`src/rtl/irq_vec_pkg.sv`:
```
package irq_vec_pkg;
  localparam int NSRC      = 3;
  localparam int VEC_W     = 4;
  localparam int BIT_MEN   = 0;
  localparam int EN_LSB    = 1;
  localparam int FLG_LSB   = EN_LSB + NSRC;
  localparam int REG_W     = 8;
  localparam int PAD_W     = REG_W - 1 - 2 * NSRC;
  localparam int IDX_W     = $clog2(NSRC);

  typedef enum logic [IDX_W-1:0] {
    SRC_EXT = 2'd0,
    SRC_TM0 = 2'd1,
    SRC_TM1 = 2'd2
  } src_e;

  // vector = (index + 1) * 4
  function automatic logic [VEC_W-1:0] src_vector(input logic [IDX_W-1:0] idx);
    logic [VEC_W-1:0] v;
    v = VEC_W'(idx) + VEC_W'(1);
    return v << 2;
  endfunction
endpackage

```
`src/rtl/irq_pin_fall.sv`:
```
module irq_pin_fall #(
  parameter int SYNC_STAGES = 2
) (
  input  logic clk,
  input  logic rst,
  input  logic pin,
  output logic fall
);
  logic [SYNC_STAGES-1:0] sync_q;
  logic                   prev_q;

  generate
    for (genvar s = 0; s < SYNC_STAGES; s++) begin : g_sync
      always_ff @(posedge clk) begin
        if (rst) sync_q[s] <= 1'b1;
        else if (s == 0) sync_q[s] <= pin;
        else sync_q[s] <= sync_q[(s == 0) ? 0 : s-1];
      end
    end
  endgenerate

  always_ff @(posedge clk) begin
    if (rst) prev_q <= 1'b1;
    else     prev_q <= sync_q[SYNC_STAGES-1];
  end

  assign fall = prev_q & ~sync_q[SYNC_STAGES-1];


  fall_single_chk: assert property (@(posedge clk) disable iff (rst)
    fall |=> !fall);
endmodule

```
`src/rtl/irq_ctl_reg.sv`:
```
module irq_ctl_reg
  import irq_vec_pkg::*;
(
  input  logic             clk,
  input  logic             rst,
  input  logic             we,
  input  logic [REG_W-1:0] wdata,
  input  logic [NSRC-1:0]  hw_set,
  input  logic [NSRC-1:0]  svc_clr,
  input  logic             svc_take,
  input  logic             reti,
  input  logic             ret_plain,
  output logic             master,
  output logic [NSRC-1:0]  en,
  output logic [NSRC-1:0]  flag,
  output logic [REG_W-1:0] rdata
);
  logic            master_q, master_d;
  logic [NSRC-1:0] en_q, en_d;
  logic [NSRC-1:0] flag_q, flag_d;
  logic            unused_ok;

  assign unused_ok = ^{wdata[REG_W-1], ret_plain};

  always_comb begin
    master_d = master_q;
    en_d     = en_q;
    flag_d   = flag_q;
    if (we) begin
      master_d = wdata[BIT_MEN];
      en_d     = wdata[EN_LSB +: NSRC];
      flag_d   = wdata[FLG_LSB +: NSRC];
    end
    if (reti)     master_d = 1'b1;
    if (svc_take) master_d = 1'b0;
    // hardware set has the last word
    flag_d = (flag_d & ~svc_clr) | hw_set;
  end

  always_ff @(posedge clk) begin
    if (rst) begin
      master_q <= 1'b0;
      en_q     <= '0;
      flag_q   <= '0;
    end else begin
      master_q <= master_d;
      en_q     <= en_d;
      flag_q   <= flag_d;
    end
  end

  assign master = master_q;
  assign en     = en_q;
  assign flag   = flag_q;
  assign rdata  = {{PAD_W{1'b0}}, flag_q, en_q, master_q};

  generate
    for (genvar i = 0; i < NSRC; i++) begin : g_chk

      hw_set_wins_chk: assert property (@(posedge clk) disable iff (rst)
        hw_set[i] |=> flag_q[i]);
    end
  endgenerate


  reti_sets_chk: assert property (@(posedge clk) disable iff (rst)
    (reti && !svc_take) |=> master_q);


  plain_ret_keeps_chk: assert property (@(posedge clk) disable iff (rst)
    (ret_plain && !reti && !we && !svc_take) |=> $stable(master_q));
endmodule

```
`src/rtl/irq_pri_sel.sv`:
```
module irq_pri_sel
  import irq_vec_pkg::*;
(
  input  logic             clk,
  input  logic             rst,
  input  logic [NSRC-1:0]  req,
  output logic             any,
  output logic [IDX_W-1:0] idx,
  output logic [NSRC-1:0]  grant
);
  always_comb begin
    idx = '0;
    for (int i = NSRC - 1; i >= 0; i--) begin
      if (req[i]) idx = IDX_W'(i);
    end
    any   = |req;
    grant = any ? (NSRC'(1) << idx) : '0;
  end


  grant_onehot_chk: assert property (@(posedge clk) disable iff (rst)
    $onehot0(grant) && ((grant & ~req) == '0));
endmodule

```
`src/rtl/irq_vector_ctrl.sv`:
```
module irq_vector_ctrl
  import irq_vec_pkg::*;
#(
  parameter int SYNC_STAGES = 2
) (
  input  logic             clk,
  input  logic             rst,
  input  logic             reg_we,
  input  logic [REG_W-1:0] reg_wdata,
  output logic [REG_W-1:0] reg_rdata,
  input  logic             ext_irq_n,
  input  logic             tmr0_ovf,
  input  logic             tmr1_ovf,
  input  logic             sample_stb,
  input  logic             stack_full,
  input  logic             ret_plain,
  input  logic             reti,
  output logic             call_req,
  output logic [VEC_W-1:0] call_vec
);
  logic             ext_fall;
  logic [NSRC-1:0]  hw_set, svc_clr, pend, grant, en, flag;
  logic             master, any, take;
  logic [IDX_W-1:0] win_idx;
  logic             req_q;
  logic [VEC_W-1:0] vec_q;

  irq_pin_fall #(.SYNC_STAGES(SYNC_STAGES)) u_fall (
    .clk(clk), .rst(rst), .pin(ext_irq_n), .fall(ext_fall)
  );

  always_comb begin
    hw_set          = '0;
    hw_set[SRC_EXT] = ext_fall;
    hw_set[SRC_TM0] = tmr0_ovf;
    hw_set[SRC_TM1] = tmr1_ovf;
  end

  assign pend = flag & en;

  irq_pri_sel u_sel (
    .clk(clk), .rst(rst), .req(pend),
    .any(any), .idx(win_idx), .grant(grant)
  );

  assign take    = sample_stb & master & any & ~stack_full;
  assign svc_clr = take ? grant : '0;

  irq_ctl_reg u_reg (
    .clk(clk), .rst(rst), .we(reg_we), .wdata(reg_wdata),
    .hw_set(hw_set), .svc_clr(svc_clr), .svc_take(take),
    .reti(reti), .ret_plain(ret_plain),
    .master(master), .en(en), .flag(flag), .rdata(reg_rdata)
  );

  always_ff @(posedge clk) begin
    if (rst) begin
      req_q <= 1'b0;
      vec_q <= '0;
    end else begin
      req_q <= take;
      if (take) vec_q <= src_vector(win_idx);
    end
  end

  assign call_req = req_q;
  assign call_vec = vec_q;


  req_after_stb_chk: assert property (@(posedge clk) disable iff (rst)
    call_req |-> $past(sample_stb));


  req_pulse_chk: assert property (@(posedge clk) disable iff (rst)
    call_req |=> !call_req);


  no_call_full_chk: assert property (@(posedge clk) disable iff (rst)
    (sample_stb && stack_full) |=> !call_req);


  master_off_chk: assert property (@(posedge clk) disable iff (rst)
    call_req |-> !reg_rdata[BIT_MEN]);


  vec_legal_chk: assert property (@(posedge clk) disable iff (rst)
    call_req |-> (call_vec[1:0] == 2'b00 && call_vec != '0));
endmodule

```
`config.mk`:
```
export PLATFORM = sky130hd
export DESIGN_NAME = irq_vector_ctrl
export DESIGN_NICKNAME = d
export VERILOG_FILES = /design/src/rtl/irq_vec_pkg.sv /design/src/rtl/irq_pin_fall.sv /design/src/rtl/irq_ctl_reg.sv /design/src/rtl/irq_pri_sel.sv /design/src/rtl/irq_vector_ctrl.sv
export SDC_FILE = /design/constraint.sdc
export NUM_CORES = 1
export LEC_CHECK = 0
export ABC_AREA = 1
export CAP_MARGIN = 20
export CORE_ASPECT_RATIO = 1.2
export CORE_MARGIN = 1
export CORE_UTILIZATION = 38
export CTS_CLUSTER_SIZE = 12
export DETAILED_ROUTE_END_ITERATION = 6
export PLACE_DENSITY = 0.76
export SLEW_MARGIN = 20
export SYNTH_ARGS = -nofsm -noshare
export SYNTH_HDL_FRONTEND = slang
export SYNTH_SLANG_ARGS = --single-unit
```
`constraint.sdc`:
```
create_clock -name clk -period 1.4 [get_ports clk]
set_clock_uncertainty 0.2 [all_clocks]
set_input_delay 0.28 -clock clk [delete_from_list [all_inputs] [get_ports clk]]
set_output_delay 0.28 -clock clk [all_outputs]
set_load 0.005 [all_outputs]
```
# After elaboration in Yosys (flattened, before gate mapping)
# Cells that the tools add are included.
dict set report classes {
  addsub 1
  magnitude_cmp 0
  n_shift 1
  n_eq_ne 0
  bitwise_logic 10
  mux 8
  n_div 0
  n_reduce_logical 3
  multipliers 0
}
# operator count
set op_table {}
lappend op_table {{3-bit 2-to-1 mux} 3}
lappend op_table {{3-bit AND} 2}
lappend op_table {{2-bit 2-to-1 mux} 3}
lappend op_table {{1-bit AND} 4}
lappend op_table {{3-bit NOT} 1}
lappend op_table {{3-bit OR} 1}
lappend op_table {{3-bit OR reduction} 1}
lappend op_table {{1-bit by 2-bit << shifter with 3-bit output (first input constant)} 1}
lappend op_table {{2-bit by 1-bit adder with 2-bit output (second input constant)} 1}
lappend op_table {{1-bit 2-to-1 mux} 2}
lappend op_table {{1-bit NOT} 2}
lappend op_table {{2-bit nonzero test} 1}
lappend op_table {{2-bit OR reduction} 1}
dict set report word_totals {
  ram_bits 0
  output_inout_bits 13
  ff_bits 13
  mem_count 0
  romBits 0
  latch_bits 0
  in_bits 18
}

# Longest topological paths before layout
# Gate-level depths: netlist (run 1).
dict set report depth {
  word_depth 10
  mapped_depth 7
  depth_no_buf 7
}

# Modules after synthesis
# Synthesis (run 1) repeated with hierarchy kept, for this count alone.
dict set report hier_totals {
  cells_unflattened 118
  hier_area_um2 724.4
}
# mod instances area_each_um2 cells_each
set modules_own_cells {}
lappend modules_own_cells {irq_ctl_reg 1 366.6 55}
lappend modules_own_cells {irq_vector_ctrl 1 220.2 41}
lappend modules_own_cells {irq_pin_fall 1 93.8 12}
lappend modules_own_cells {irq_pri_sel 1 43.8 10}

# Least setup slack after synthesis (run 1)
# Ideal clock, no wire load.
dict set report synth_path {
  kind {reg-to-reg}
  from {register u_reg.flag_q[1], in the netlist u_reg.flag[1]}
  to {register vec_q[3], in the netlist call_vec[3]}
  n_path_buf 0
  setup_slack_ns 0.091
  path_stages_with_launch 6
  setup_ns 0.067
  synth_period_minus_slack_ns 1.309
  arrival_ns 1.042
  cell_sequence {dfxtp_1 nand2_1 a21oi_1 inv_1 ha_1 o21ai_2}
}
dict set report synth_between {
  elab_chain_cells 4
}
# element line
set synth_lines {}
lappend synth_lines {{from (decl)} irq_ctl_reg.sv:20} ;# logic [NSRC-1:0] flag_q, flag_d;
lappend synth_lines {{from (signal assigned)} irq_ctl_reg.sv:48} ;# flag_q <= flag_d;
lappend synth_lines {{3-bit AND *} irq_vector_ctrl.sv:39} ;# assign pend = flag & en;
lappend synth_lines {{2-bit 2-to-1 mux or 3-bit OR reduction (tied branches)} {irq_pri_sel.sv:14, irq_pri_sel.sv:16}}
lappend synth_lines {{2-bit 2-to-1 mux or 1-bit AND (tied branches)} {irq_pri_sel.sv:14, irq_vector_ctrl.sv:46}}
lappend synth_lines {{2-bit by 1-bit adder with 2-bit output or 1-bit AND (tied branches)} {irq_vec_pkg.sv:20, irq_vector_ctrl.sv:46}}
lappend synth_lines {{to (signal assigned)} irq_vector_ctrl.sv:62} ;# if (take) vec_q <= src_vector(win_idx);
lappend synth_lines {{to (decl)} irq_vector_ctrl.sv:26} ;# logic [VEC_W-1:0] vec_q;
# Every way passes the cells marked *; elsewhere a longest branch is shown, timed or not.
# A chain may end at the register's enable or synchronous reset.

# Worst setup path after layout (run 1)
dict set report layout_path {
  from {register u_reg.flag_q[0], in the netlist u_reg.flag[0]}
  to {register vec_q[3], in the netlist call_vec[3]}
}
dict set report layout_between {
  elab_chain_cells 4
}
# element line
set layout_lines {}
lappend layout_lines {{3-bit AND *} irq_vector_ctrl.sv:39}
lappend layout_lines {{branches (longest 3 deep; another with 2-bit by 1-bit adder with 2-bit output)} --}
# Mark *: on every way between the ends.

==> impl_metrics.toml, run 1 <==
[global_route]
globalRouteTotalUtil_pct = 18.3
antenna_found_initial = 0
grt_max_degree = 11
first_global_vias = 571
overflow = 0
first_pass_grt_wire_length_um = 2240

[floorplanning]
core_area_mm2 = 0.00148
dieArea_mm2 = 0.00182
initial_core_utilization_pct = 42.3
io_count = 31
die-width_um = 39.1
chipHeight_um = 46.5
floorplan.rows = 15

[critical_path]
critical_path.startpoint_type = "flip-flop"
critical_path.max_fanout = 3
worst_path_max_delay_cell = "sky130_fd_sc_hd__dfxtp_2"
max_stage_delay_ns = 0.32
cp_cell_sequence = "buf_4 > nand2_4 > nand2_1 > nor2_1 > ha_2 > o21ai_2"
worst_path_dominant_cell_family = "flip-flops"
critical_path.reg2reg.startpoint = "u_reg.flag[0]"
cp.depth = 6
r2r.worst_path.cells = 6
arrival_ns = 1.35
critical_path_end_type = "flip-flop"
path_buf_inv = 1
timing.setup.critical_path_class = "flip-flop to flip-flop"
timing.rr.end = "call_vec[3]"
worst_ep_required_time_ns = 1.40
r2r_setup_slack_ns = 0.05

[clock_tree]
clock_sinks = 13
worst_setup_hold_path_clk_slew_ns = 0.07
ctsLongestPathBuffers = 2
clk_latency_worst_skew_pair_ns = 0.27
ctsHoldBuffers = 0
ctsRootBufferMaster = "sky130_fd_sc_hd__clkbuf_4"
tritoncts.num_buffers = 3
cts-htree-levels = 1
cts_tree = "built"

[route]
drt_first_iter_violations = 7
post_drt_wl_per_cell_um = 11.4
postRouteAntennaNets = 0
drt_pass1_iterations = 4
via_per_inst = 4.60
vias = 589
totalWireLength_um = 1460
post-route-drc-count = 0

[timing]
hold_viol_final = 0
min_period_over_period_pct = 96.6
maxClockFrequency_mhz = 740
timing.final.setup_violations = 0
final_number_of_max_transition_violations = 0
period_needed_ns = 1.35

[synthesis]
ys_async_sr_fraction_pct = 0
synth-edff-count = 0
synth-seq-area-share_pct = 41.5
postSynthRegisterBits = 13
synth.area.top_cells = "sky130_fd_sc_hd__dfxtp_1 42%, sky130_fd_sc_hd__nand2_1 9.0%, sky130_fd_sc_hd__nor2_1 5.4%, sky130_fd_sc_hd__buf_4 4.8%, sky130_fd_sc_hd__bufinv_16 4.8%"
yosys.cell_types.count = 22
synth.cells.most_frequent = "15 x sky130_fd_sc_hd__nand2_1, 13 x sky130_fd_sc_hd__dfxtp_1, 9 x sky130_fd_sc_hd__nor2_1"
netlist.top_cell.by_area = "sky130_fd_sc_hd__dfxtp_1"
yosys.cell_count.top_type = "sky130_fd_sc_hd__nand2_1"
postSynthAreaPerCell_um2 = 8.36
post-synth-top-area-fraction_pct = 41.5
netlist_area_um2 = 627
postSynthCellCount = 75
ys_dominant_reg_cell = "sky130_fd_sc_hd__dfxtp_1"
ys.warnings.count = 0

[finish]
layout.area.seq_um2 = 269
antennaDiodeCount = 0
nFillCells = 137
area_occupied_by_multi_input_gates_um2 = 309
finish.net_count = 131
syn_to_final_growth_pct = 59.1
share_of_final_layout_standard_cells_stronger_than_drive_strength_1_pct = 36.0
final_core_util_pct = 67.3

[place]
routability_congestion_estimate_from_global_placement = 0.801
place.detailed.hpwl_um = 961
placement.io_buffers = 25

[flow_run]
cap_violations = 0

[min_path]
hold_class = "flip-flop to flip-flop"
hold_end = "u_fall.prev_q"
min_path_cells = 2
min-delay-start = "u_fall.sync_q[1]"

[power_and_ir_drop]
fin_total_pwr_uw = 817
power_leakage_nw = 0.514
pwr_density_cell_mw_per_mm2 = 820
worst_ir_drop_vdd_v = 0.000501

[outcome]
status = "finished, final reports clean"
## where the power goes
part	switching, mW	total, mW	internal, mW
Sequential	0.0107	0.403	0.392
Combinational	0.0778	0.189	0.111
Clock	0.115	0.226	0.110
## layer usage
layer | part of all wire [%] | GRT usage (%)
met5 | 0 | 0
met4 | 2.1 | 10.3
met3 | 5.8 | 5.80
met2 | 52 | 34.0
met1 | 40 | 16.9
## cell usage in the layout, fill, tap and decap left out
| cell type | count |
|---|---|
| sky130_fd_sc_hd__a21oi_1 | 3 |
| sky130_fd_sc_hd__a21oi_2 | 1 |
| sky130_fd_sc_hd__a21oi_4 | 1 |
| sky130_fd_sc_hd__buf_4 | 10 |
| sky130_fd_sc_hd__buf_6 | 1 |
| sky130_fd_sc_hd__bufinv_16 | 1 |
| sky130_fd_sc_hd__clkbuf_1 | 1 |
| sky130_fd_sc_hd__clkbuf_4 | 3 |
| sky130_fd_sc_hd__clkdlybuf4s50_1 | 15 |
| sky130_fd_sc_hd__clkinv_2 | 1 |
| sky130_fd_sc_hd__conb_1 | 3 |
| sky130_fd_sc_hd__dfxtp_1 | 6 |
| sky130_fd_sc_hd__dfxtp_2 | 7 |
| sky130_fd_sc_hd__dlygate4sd2_1 | 9 |
| sky130_fd_sc_hd__ha_2 | 1 |
| sky130_fd_sc_hd__inv_1 | 4 |
| sky130_fd_sc_hd__inv_4 | 1 |
| sky130_fd_sc_hd__mux2i_1 | 1 |
| sky130_fd_sc_hd__nand2_1 | 13 |
| sky130_fd_sc_hd__nand2_2 | 5 |
| sky130_fd_sc_hd__nand2_4 | 2 |
| sky130_fd_sc_hd__nand3_1 | 2 |
| sky130_fd_sc_hd__nand3_2 | 2 |
| sky130_fd_sc_hd__nor2_1 | 9 |
| sky130_fd_sc_hd__nor2_8 | 1 |
| sky130_fd_sc_hd__o21ai_0 | 3 |
| sky130_fd_sc_hd__o21ai_1 | 2 |
| sky130_fd_sc_hd__o21ai_2 | 1 |
| sky130_fd_sc_hd__or2_2 | 2 |
## tightest hold or removal path: cells and delay by family (launching register included)
| kind | cells | cell delay, ns |
|---|---|---|
| buffers and inverters | 1 | 0.04 |
| flip-flops | 1 | 0.31 |
| AND/OR/NAND/NOR | 1 | 0.05 |
## worst max path at each step
| stage | from | end | slack [ns] |
|---|---|---|---|
| 4_1_cts | u_reg.flag[0] | call_vec[3] | 0.02 |
| 6_report | u_reg.flag[0] | call_vec[3] | 0.05 |
| 2_1_floorplan | u_reg.flag[1] | call_vec[3] | 0.09 |
| 3_5_place_dp | reg_we | u_reg.flag[0] | -0.11 |
| 5_1_grt | u_reg.flag[0] | call_vec[3] | -0.003 |
| 3_3_place_gp | sample_stb | u_reg.flag[0] | -0.10 |
## registers in the layout, indices dropped and copies added (netlist names)
| register | cells |
|---|---|
| u_fall.sync_q | 2 |
| u_fall.prev_q | 1 |
| u_reg.flag | 3 |
| call_vec | 2 |
| u_reg.en | 3 |
| u_reg.master | 1 |
| call_req | 1 |
## metrics by stage
stage,cell area [um2],hold WS [ns],setup TNS [ns],cells,worst slack (ns)
final,997,0.223,0,128,0.0479
after global routing,997,0.250,-0.00625,128,-0.00329
after CTS,973,0.225,0,128,0.0213
after detailed placement,902,0.208,-0.833,119,-0.110
after global placement,902,0.200,-0.745,119,-0.104
after floorplan,634,0.149,0,77,0.0911
## timing repair
| action | 4_1_cts | 5_1_grt |
|---|---|---|
| gates resized for setup | 21 | 6 |
| pin swaps | 4 | 3 |
| buffers inserted | 6 | 0 |
| setup endpoints to repair | 12 | 2 |
## area by class of cell
class	count	share of cell area, %
timing repair buffer	35	31.6
multi-input combinational	52	31.0
inverter	7	5.65
tap	17	2.13
clock buffer	4	2.63
sequential	13	27.0
## cells by family (layout without fill, tap and decap cells)
group	count (synthesis)	count (layout)	synth area share (%)
buffers and inverters	12	46	15.6
adder cells (fa/ha/maj)	1	1	2.00
AO/OA/AOI/OAI	11	11	9.38
flip-flops	13	13	41.5
multiplexers	1	1	1.60
AND/OR/NAND/NOR	36	36	29.3
other	1	3	0.598
No activity file was read; power rests on OpenSTA's default activity.
==> run 2, diff against run 1 <==
--- a/config.mk
+++ b/config.mk
@@ -13,6 +13,7 @@
 export CTS_CLUSTER_SIZE = 12
 export DETAILED_ROUTE_END_ITERATION = 6
 export PLACE_DENSITY = 0.76
+export REMOVE_ABC_BUFFERS = 1
 export SLEW_MARGIN = 20
 export SYNTH_ARGS = -nofsm -noshare
 export SYNTH_HDL_FRONTEND = slang
==> run 2 against run 1 <==
  * Critical path depth up 2
  * Final area up 4.8%
  * Combinational power up 7%
  * Clock power up 3%
  * Global-route usage down 0.49 points
==> impl_metrics.toml, run 2 (synthesized netlist as in run 1, its figures left out) <==
[global_route]
antenna_found_initial = 0
overflow = 0
first_pass_grt_wire_length_um = 2160
globalRouteTotalUtil_pct = 17.8
first_global_vias = 526
grt_max_degree = 11

[critical_path]
critical_path_end_type = "flip-flop"
critical_path.max_fanout = 4
timing.setup.critical_path_class = "flip-flop to flip-flop"
arrival_ns = 1.35
critical_path.startpoint_type = "flip-flop"
cpMostUsedCell = "sky130_fd_sc_hd__nand2_4"
cp_cell_sequence = "buf_6 > nand2_4 > buf_4 > nand3_2 > nand2_4 > clkinv_2 > nand2_2 > o21ai_2"
worst_ep_required_time_ns = 1.37
worst_path_dominant_cell_family = "simple AND/OR/NAND/NOR gates"
path_buf_inv = 3
worst_path_max_delay_cell = "sky130_fd_sc_hd__dfxtp_2"
max_stage_delay_ns = 0.33
r2r_setup_slack_ns = 0.03

[finish]
most_frequent_cells_in_the_layout = "15 x sky130_fd_sc_hd__clkdlybuf4s50_1, 12 x sky130_fd_sc_hd__nand2_1, 9 x sky130_fd_sc_hd__dlygate4sd2_1"
final_cell_count_no_fill = 129
nFillCells = 117
layout.area.seq_um2 = 272
antennaDiodeCount = 0
finish.net_count = 132
area_occupied_by_multi_input_gates_um2 = 337
mostFrequentLayoutCell = "sky130_fd_sc_hd__clkdlybuf4s50_1"
syn_to_final_growth_pct = 66.7
share_of_final_layout_standard_cells_stronger_than_drive_strength_1_pct = 38.4

[place]
placement.io_buffers = 25
routability_congestion_estimate_from_global_placement = 0.728
placedCellCount = 118
place.detailed.hpwl_um = 997

[timing]
timing.final.setup_violations = 0
final_number_of_max_transition_violations = 0
period_needed_ns = 1.37
min_period_over_period_pct = 98.1
holdWs_ns = 0.219
rsz0062_at_grt = "true"
hold_viol_final = 0
maxClockFrequency_mhz = 728
setup_tns_ns = 0

[floorplanning]
chipHeight_um = 46.5
core_area_mm2 = 0.00148
dieArea_mm2 = 0.00182
initial_core_utilization_pct = 42.3
die-width_um = 39.1
io_count = 31
floorplan.rows = 15

[route]
totalWireLength_um = 1620
postRouteAntennaNets = 0
drt_pass1_iterations = 1
detailroute.wirelength.met3_um = 69
detailroute.wirelength.met2_um = 897
via_per_inst = 4.65
vias = 600
met1_length_um = 627
post_drt_wl_per_cell_um = 12.5
topRoutingLayerUsed = "met4"
drt_first_iter_violations = 0
post-route-drc-count = 0

[power_and_ir_drop]
fin_total_pwr_uw = 841
pwr_density_cell_mw_per_mm2 = 805
power_leakage_nw = 0.533
worst_ir_drop_vdd_v = 0.000568

[clock_tree]
clock_sinks = 13
clk_latency_worst_skew_pair_ns = 0.27
worst_setup_hold_path_clk_slew_ns = 0.08
ctsLongestPathBuffers = 2
ctsHoldBuffers = 0
cts_tree = "built"
ctsRootBufferMaster = "sky130_fd_sc_hd__clkbuf_4"
cts-htree-levels = 1
tritoncts.num_buffers = 3

[flow_run]
cap_violations = 0

[outcome]
status = "finished, final reports clean"

[min_path]
hold_class = "flip-flop to flip-flop"
[run 2: repair_timing]
item,CTS,global route
pin swaps,0,6
endpoints found under the setup margin,12,4
setup buffers,5,2
resized for setup,19,17
[run 2: power by group]
part           total, mW  internal, mW  leakage (nW)  switching [mW]
sequential         0.404         0.391         0.110          0.0128
combinational      0.203         0.118         0.408          0.0852
clock              0.233         0.110        0.0150           0.122
[run 2: worst paths after layout]
check,start,to,cells past startpoint
worst max-delay path,u_reg.en[0],call_vec[3],8
worst min-delay path,u_fall.sync_q[0],u_fall.sync_q[1],1
worst max register to register,u_reg.en[0],call_vec[3],8
worst min register to register,u_fall.sync_q[0],u_fall.sync_q[1],1
[run 2: layout make-up]
cell class                 count  area share (%)
tap                           17            2.04
timing repair buffer          36            31.9
clock buffer                   4            2.51
multi-input combinational     52            32.2
inverter                       7            5.39
sequential                    13            26.0
[run 2: metrics by stage]
step	setup WS (ns)	util [%]	cell area, um2
2_1_floorplan	0.0911	-	593
3_3_place_gp	-0.108	60.3	895
3_5_place_dp	-0.146	60.3	895
4_1_cts	0.0120	64.8	961
5_1_grt	-0.0301	70.5	1040
6_report	0.0259	70.5	1040
[run 2: routing by layer]
metal  vias to the layer above  track usage (%)
li1                        303                -
met1                       271             20.2
met2                        22             30.7
met3                         4             2.90
met4                         0             10.3
met5                         -                0
==> run 3, diff against run 2 <==
--- a/config.mk
+++ b/config.mk
@@ -10,11 +10,10 @@
 export CORE_ASPECT_RATIO = 1.2
 export CORE_MARGIN = 1
 export CORE_UTILIZATION = 38
-export CTS_CLUSTER_SIZE = 12
+export CTS_CLUSTER_SIZE = 16
 export DETAILED_ROUTE_END_ITERATION = 6
 export PLACE_DENSITY = 0.76
 export REMOVE_ABC_BUFFERS = 1
-export SLEW_MARGIN = 20
 export SYNTH_ARGS = -nofsm -noshare
 export SYNTH_HDL_FRONTEND = slang
 export SYNTH_SLANG_ARGS = --single-unit
==> results of run 3 <==
Same layout as run 2: the final DEF is identical, and so are final timing and power.
